`src/rtl/irqx_pkg.sv`:
```
package irqx_pkg;
    localparam int MAX_SRC = 16;
    localparam int ADDR_W  = 3;
    localparam int DATA_W  = 16;

    typedef logic [MAX_SRC-1:0] src_vec_t;

    typedef enum logic [ADDR_W-1:0] {
        SEL_ENABLE = 3'd0,
        SEL_ROUTE  = 3'd1,
        SEL_FMASK  = 3'd2,
        SEL_STATUS = 3'd3
    } reg_sel_e;

    typedef struct packed {
        logic              wr;
        logic              rd;
        logic [ADDR_W-1:0] addr;
        logic [DATA_W-1:0] data;
    } host_req_t;

    typedef struct packed {
        src_vec_t enable;
        src_vec_t route;
        src_vec_t fmask;
    } line_cfg_t;

    function automatic src_vec_t valid_bits(input int n);
        src_vec_t v;
        for (int i = 0; i < MAX_SRC; i++) v[i] = (i < n);
        return v;
    endfunction

    function automatic src_vec_t visible_status(input src_vec_t pend,
                                                input src_vec_t route,
                                                input src_vec_t fmask);
        return (pend & route & fmask) | (pend & ~route);
    endfunction
endpackage

```
`src/rtl/irqx_pend.sv`:
```
module irqx_pend
    import irqx_pkg::*;
#(
    parameter int NUM_SRC = 12
) (
    input  logic               clk,
    input  logic               rst,
    input  logic [NUM_SRC-1:0] src_i,
    input  src_vec_t           clr_i,
    output src_vec_t           pend_o
);
    src_vec_t rise_v;

    for (genvar i = 0; i < MAX_SRC; i++) begin : g_bit
        if (i < NUM_SRC) begin : g_live
            logic src_q;
            logic pend_q;
            always_ff @(posedge clk) begin
                if (rst) begin
                    src_q  <= 1'b0;
                    pend_q <= 1'b0;
                end else begin
                    src_q  <= src_i[i];
                    pend_q <= (pend_q & ~clr_i[i]) | rise_v[i];
                end
            end
            assign rise_v[i] = src_i[i] & ~src_q;
            assign pend_o[i] = pend_q;
        end else begin : g_tie
            assign rise_v[i] = 1'b0;
            assign pend_o[i] = 1'b0;
        end
    end

    // a detected edge is pending on the following cycle
    p_rise_sets_r2: assert property (@(posedge clk) disable iff (rst)
        (rise_v != '0) |=> ((pend_o & $past(rise_v)) == $past(rise_v)));

    // a clear without a competing edge empties the bit
    p_clear_r3: assert property (@(posedge clk) disable iff (rst)
        (clr_i != '0) |=> ((pend_o & $past(clr_i & ~rise_v)) == '0));

    // an edge beats a clear in the same cycle
    p_edge_wins_r4: assert property (@(posedge clk) disable iff (rst)
        ((clr_i & rise_v) != '0) |=>
        ((pend_o & $past(clr_i & rise_v)) == $past(clr_i & rise_v)));
endmodule

```
`src/rtl/irqx_cfg_regs.sv`:
```
module irqx_cfg_regs
    import irqx_pkg::*;
#(
    parameter int NUM_SRC = 12
) (
    input  logic              clk,
    input  logic              rst,
    input  host_req_t         req_i,
    input  src_vec_t          pend_i,
    output line_cfg_t         cfg_o,
    output src_vec_t          clr_o,
    output logic [DATA_W-1:0] rdata_o
);
    localparam src_vec_t LIVE = valid_bits(NUM_SRC);

    reg_sel_e  sel;
    src_vec_t  wvec;
    line_cfg_t cfg_q;
    logic [DATA_W-1:0] rd_mux;

    assign sel  = reg_sel_e'(req_i.addr);
    assign wvec = src_vec_t'(req_i.data) & LIVE;

    always_ff @(posedge clk) begin
        if (rst) begin
            cfg_q <= '0;
        end else if (req_i.wr) begin
            case (sel)
                SEL_ENABLE: cfg_q.enable <= wvec;
                SEL_ROUTE:  cfg_q.route  <= wvec;
                SEL_FMASK:  cfg_q.fmask  <= wvec;
                default:    ;
            endcase
        end
    end

    assign clr_o = (req_i.wr && sel == SEL_STATUS) ? wvec : '0;

    always_comb begin
        case (sel)
            SEL_ENABLE: rd_mux = DATA_W'(cfg_q.enable);
            SEL_ROUTE:  rd_mux = DATA_W'(cfg_q.route);
            SEL_FMASK:  rd_mux = DATA_W'(cfg_q.fmask);
            SEL_STATUS: rd_mux = DATA_W'(visible_status(pend_i, cfg_q.route, cfg_q.fmask));
            default:    rd_mux = '0;
        endcase
    end

    always_ff @(posedge clk) begin
        if (rst)           rdata_o <= '0;
        else if (req_i.rd) rdata_o <= rd_mux;
    end

    assign cfg_o = cfg_q;

    // reset leaves every configuration register empty
    p_reset_cfg_r1: assert property (@(posedge clk)
        rst |=> (cfg_o == '0 && rdata_o == '0));

    // read data holds between reads
    p_rdata_hold_r9: assert property (@(posedge clk) disable iff (rst)
        !req_i.rd |=> $stable(rdata_o));

    // unmapped addresses read zero
    p_unmapped_r9: assert property (@(posedge clk) disable iff (rst)
        (req_i.rd && req_i.addr > 3'd3) |=> (rdata_o == '0));

    // fast-routed unmasked bits never show in status
    p_status_mask_r8: assert property (@(posedge clk) disable iff (rst)
        (req_i.rd && sel == SEL_STATUS) |=>
        ((rdata_o & DATA_W'($past(cfg_q.route & ~cfg_q.fmask))) == '0));
endmodule

```
`src/rtl/irqx_line_merge.sv`:
```
module irqx_line_merge
    import irqx_pkg::*;
#(
    parameter int NUM_SRC = 12
) (
    input  logic      clk,
    input  logic      rst,
    input  src_vec_t  pend_i,
    input  line_cfg_t cfg_i,
    output logic      fast_o,
    output logic      norm_o
);
    localparam src_vec_t LIVE = valid_bits(NUM_SRC);

    src_vec_t active;
    src_vec_t fast_terms;
    src_vec_t norm_terms;

    assign active     = pend_i & cfg_i.enable & LIVE;
    assign fast_terms = active & cfg_i.route;
    assign norm_terms = active & ~cfg_i.route;

    always_ff @(posedge clk) begin
        if (rst) begin
            fast_o <= 1'b0;
            norm_o <= 1'b0;
        end else begin
            fast_o <= |fast_terms;
            norm_o <= |norm_terms;
        end
    end

    // nothing enabled means both lines low next cycle
    p_lines_quiet_r7: assert property (@(posedge clk) disable iff (rst)
        ((cfg_i.enable & LIVE) == '0) |=> (!fast_o && !norm_o));

    // no fast route means no fast line
    p_fast_route_r5: assert property (@(posedge clk) disable iff (rst)
        ((cfg_i.route & LIVE) == '0) |=> !fast_o);

    // everything fast-routed means no normal line
    p_norm_route_r6: assert property (@(posedge clk) disable iff (rst)
        ((cfg_i.route & LIVE) == LIVE) |=> !norm_o);
endmodule

```
`src/rtl/dual_irq_expander.sv`:
```
module dual_irq_expander
    import irqx_pkg::*;
#(
    parameter int NUM_SRC = 12
) (
    input  logic               clk,
    input  logic               rst,
    input  logic [NUM_SRC-1:0] src_i,
    input  logic               wr_en,
    input  logic               rd_en,
    input  logic [2:0]         addr,
    input  logic [15:0]        wdata,
    output logic [15:0]        rdata,
    output logic               fast_irq_o,
    output logic               norm_irq_o
);
    host_req_t req;
    line_cfg_t cfg;
    src_vec_t  clr;
    src_vec_t  pend;

    assign req = '{wr: wr_en, rd: rd_en, addr: addr, data: wdata};

    irqx_pend #(.NUM_SRC(NUM_SRC)) u_pend (
        .clk(clk), .rst(rst), .src_i(src_i), .clr_i(clr), .pend_o(pend)
    );

    irqx_cfg_regs #(.NUM_SRC(NUM_SRC)) u_regs (
        .clk(clk), .rst(rst), .req_i(req), .pend_i(pend),
        .cfg_o(cfg), .clr_o(clr), .rdata_o(rdata)
    );

    irqx_line_merge #(.NUM_SRC(NUM_SRC)) u_merge (
        .clk(clk), .rst(rst), .pend_i(pend), .cfg_i(cfg),
        .fast_o(fast_irq_o), .norm_o(norm_irq_o)
    );
endmodule

```
`config.mk`:
```
export PLATFORM = sky130hd
export DESIGN_NAME = dual_irq_expander
export DESIGN_NICKNAME = d
export VERILOG_FILES = /design/src/rtl/irqx_pkg.sv /design/src/rtl/irqx_pend.sv /design/src/rtl/irqx_cfg_regs.sv /design/src/rtl/irqx_line_merge.sv /design/src/rtl/dual_irq_expander.sv
export SDC_FILE = /design/constraint.sdc
export NUM_CORES = 1
export LEC_CHECK = 0
export CAP_MARGIN = 20
export CORE_MARGIN = 3
export CORE_UTILIZATION = 56
export DETAILED_ROUTE_END_ITERATION = 7
export DONT_BUFFER_PORTS = 1
export PLACE_DENSITY = 0.67
export REMOVE_ABC_BUFFERS = 1
export SYNTH_ARGS = -nofsm -noshare
export SYNTH_HDL_FRONTEND = slang
export SYNTH_SLANG_ARGS = --single-unit
export TNS_END_PERCENT = 100
```
`constraint.sdc`:
```
create_clock -name clk -period 2.3 [get_ports clk]
set_input_delay 0.23 -clock clk [delete_from_list [all_inputs] [get_ports clk]]
set_output_delay 0.23 -clock clk [all_outputs]
set_load 0.1 [all_outputs]
```
==> summary.md <==
| Metric | Value |
|---|---|
| Status | `finished, final reports clean` |
| Relative slew slack | `56.8%` |
| Crit. Startpoint | `u_regs.rdata_o[9]$_SDFFE_PP0P_` |
| Worst hold path type | `input port to flop` |
| R2r startpoint | `u_pend.g_bit[1].g_live.pend_q$_SDFF_PP0_` |
| Yosys cell types | `29` |
| Die H | `82.2 µm` |
| Placeable Area | `5570 µm²` |
| CP startpoint kind | `flop` |
| Proportion of layout cells with a drive suffix above 1 | `14.7%` |
| Residual DRC count | `0` |
| DRT Pass-1 Iters | `4` |
| Synth Register Bits | `74` |
| Worst-case clock skew | `0.00741 ns` |
| Post-Syn Area | `3250 µm²` |
| Setup_tns | `0 ns` |
| Resized Gates After CTS | `0` |
| Mapped Cells | `392` |
| Antenna violations before repair | `0` |
| Pleak | `1.24 nW` |
| Post-layout nets | `439` |
| Largest net degree at the start of global routing | `75` |
| Crit Path Max Fanout | `2` |
| DR vias | `2710` |
| Vias in the first global route | `2554` |
| Slew Limit Fails | `0` |
| Top Ports | `53` |
| Hold Crit Start | `src_i[0]` |
| WL final | `7660 µm` |
| Worst vdd ir | `0.000451 V` |
| Largest delay share family, worst path | `flip-flops` |
| First-pass GRT wire length | `12400 µm` |
| Initial cell density of the core | `58.4%` |
| Clk sinks | `74` |
| Antenna fix cells | `0` |
| Crit path capture type | `output port` |
| CP Data Required Time | `2.07 ns` |
| Worst Tran Pin Value | `0.647 ns` |
| Routed WL per cell | `15.9 µm` |
| Ranking of synthesized cells by area | `dfxtp_1 46%, nand2_1 11%, nor2b_1 6.9%, a21oi_2 5.4%, a21oi_1 4.5%` |
| Hold Worst Slack | `0.0124 ns` |
| DRT antenna net count | `0` |
| Final Hold Fails | `0` |
| Crit path buffers/inverters | `1` |
| Minimum clock period | `1.18 ns` |
| RSZ-0062 raised after global routing | `no` |
| Max Freq | `0.850 GHz` |
| Crit-path max cell delay | `0.32 ns` |
| Largest area contributor in the netlist | `dfxtp_1` |
| DR iter-0 viols | `149` |
| Ordered list of cells on the worst path | `buf_4` |
| Period utilization | `51.2%` |
| Clock Latency Late Sink | `0.34 ns` |
| CTS root buffer | `clkbuf_8` |
| P per Cell Area | `740 nW/µm²` |
| Layout area overhead | `11.1%` |
| GRT overflow | `0` |
| CTS tree | `done` |
| Vias per cell | `5.63` |
| GRT Overall Usage | `24.7%` |
| Die Width | `82.2 µm` |
| Register area share after synthesis | `45.5%` |
| Clock Tree Buf Depth | `2` |
| Post-synth top area share | `45.5%` |
| Detailed placement HPWL | `4690 µm` |
| H-Tree Depth | `3` |
| Yosys warning count | `0` |
| # Max-Cap Violations | `0` |
| Worst Path Class, Setup | `flop to output port` |
| Standard-cell rows | `27` |
| GP Congestion | `0.752` |
| Worst Path Arrival | `0.95 ns` |
| Port bufs | `0` |
| Avg Cell Area, Syn | `8.30 µm²` |
| Worst-path clk slew | `0.08 ns` |
| Die area | `6760 µm²` |
| Final Setup Violations | `0` |
| CP max stage cell | `dfxtp_1` |
| TritonCTS Buffers | `9` |
[final cells by class]
| type | instances | area (µm²) |
|---|---|---|
| fill | 527 | 1960 |
| inverter | 13 | 48.8 |
| timing repair buffer | 26 | 238 |
| clock inverter | 5 | 52.6 |
| sequential | 74 | 1480 |
| multi-input combinational | 280 | 1550 |
| tap | 72 | 90.1 |
| clock buffer | 11 | 151 |
[cell usage after synthesis, drive strengths merged]
master   n
a21oi   49
and2     2
nor2b   36
nand2   98
nand3   12
nor2    27
nand3b   1
inv     13
conb     1
buf     22
nand4    3
dfxtp   74
o31a    12
nand2b   1
o221ai  12
nor4     1
nor3b    1
and4b    1
or3b     1
o32ai   12
o22ai    6
nor3     1
clkbuf   6
[per-layer routing]
layer / track usage, % / wire (µm) / share of wire (%)
met2: 40.4 / 3610 / 47
met5: 0 / 0 / 0
met3: 4.88 / 422 / 5.5
met1: 31.7 / 3460 / 45
met4: 10.3 / 168 / 2.2
[cell usage in the layout (no fill, tap or decap), types with 2 or more instances in the layout]
cell,instances
nand2_1,94
dfxtp_1,74
nor2b_1,36
a21oi_1,29
nor2_1,27
a21oi_2,20
buf_4,16
inv_1,13
o221ai_1,12
o31a_1,12
o32ai_1,12
nand3_1,12
clkbuf_8,11
dlygate4sd3_1,9
o22ai_1,6
nand2_2,4
conb_1,4
nand4_1,3
clkinv_2,3
and2_4,2
[sequential cells by signal, indices dropped and copies added (netlist names)]
| signal | count |
|---|---|
| u_regs.cfg_o | 36 |
| u_pend.g_bit.g_live.pend_q | 12 |
| u_pend.g_bit.g_live.src_q | 12 |
| u_regs.rdata_o | 12 |
| u_merge.fast_o | 1 |
| u_merge.norm_o | 1 |
[cells by family (layout without fill, tap and decap cells)]
group,Yosys count,in the layout,synth area share [%]
buffers and inverters,41,55,7.12
AO/OA/AOI/OAI,91,91,20.7
flip-flops,74,74,45.5
other,1,4,0.115
AND/OR/NAND/NOR,185,185,26.5
[stage by stage]
step	std cells	setup WS, ns	utilization, %	power, mW	instance area (µm²)
finish	481	1.12	64.8	2.68	3610
global placement	455	0.934	59.1	1.63	3290
floorplan	367	0.938	-	1.59	3080
CTS	481	1.11	64.8	2.70	3610
detailed placement	455	0.868	59.1	1.64	3290
global route	481	1.04	64.8	2.78	3610
[final timing paths]
kind                                              to  slack, ns  cells after the start
max                                         rdata[9]       1.12                      1
min          u_pend.g_bit[0].g_live.src_q$_SDFF_PP0_       0.01                      1
max reg2reg                u_merge.norm_o$_SDFF_PP0_       1.13                      4
min reg2reg             u_regs.cfg_o[6]$_SDFFE_PP0P_       0.46                      2
[where the power goes]
part / internal, mW / switching (mW) / total [mW]
Combinational: 0.0980 / 0.189 / 0.287
Sequential: 1.33 / 0.0350 / 1.36
Clock: 0.555 / 0.470 / 1.02
[timing repair]
action / CTS / global route
setup endpoints to repair: 0 / 0
setup buffers: 0 / 0
endpoints found under the hold margin: 74 / 0
hold buffers: 10 / 0
(Power assumes the default switching activity.)
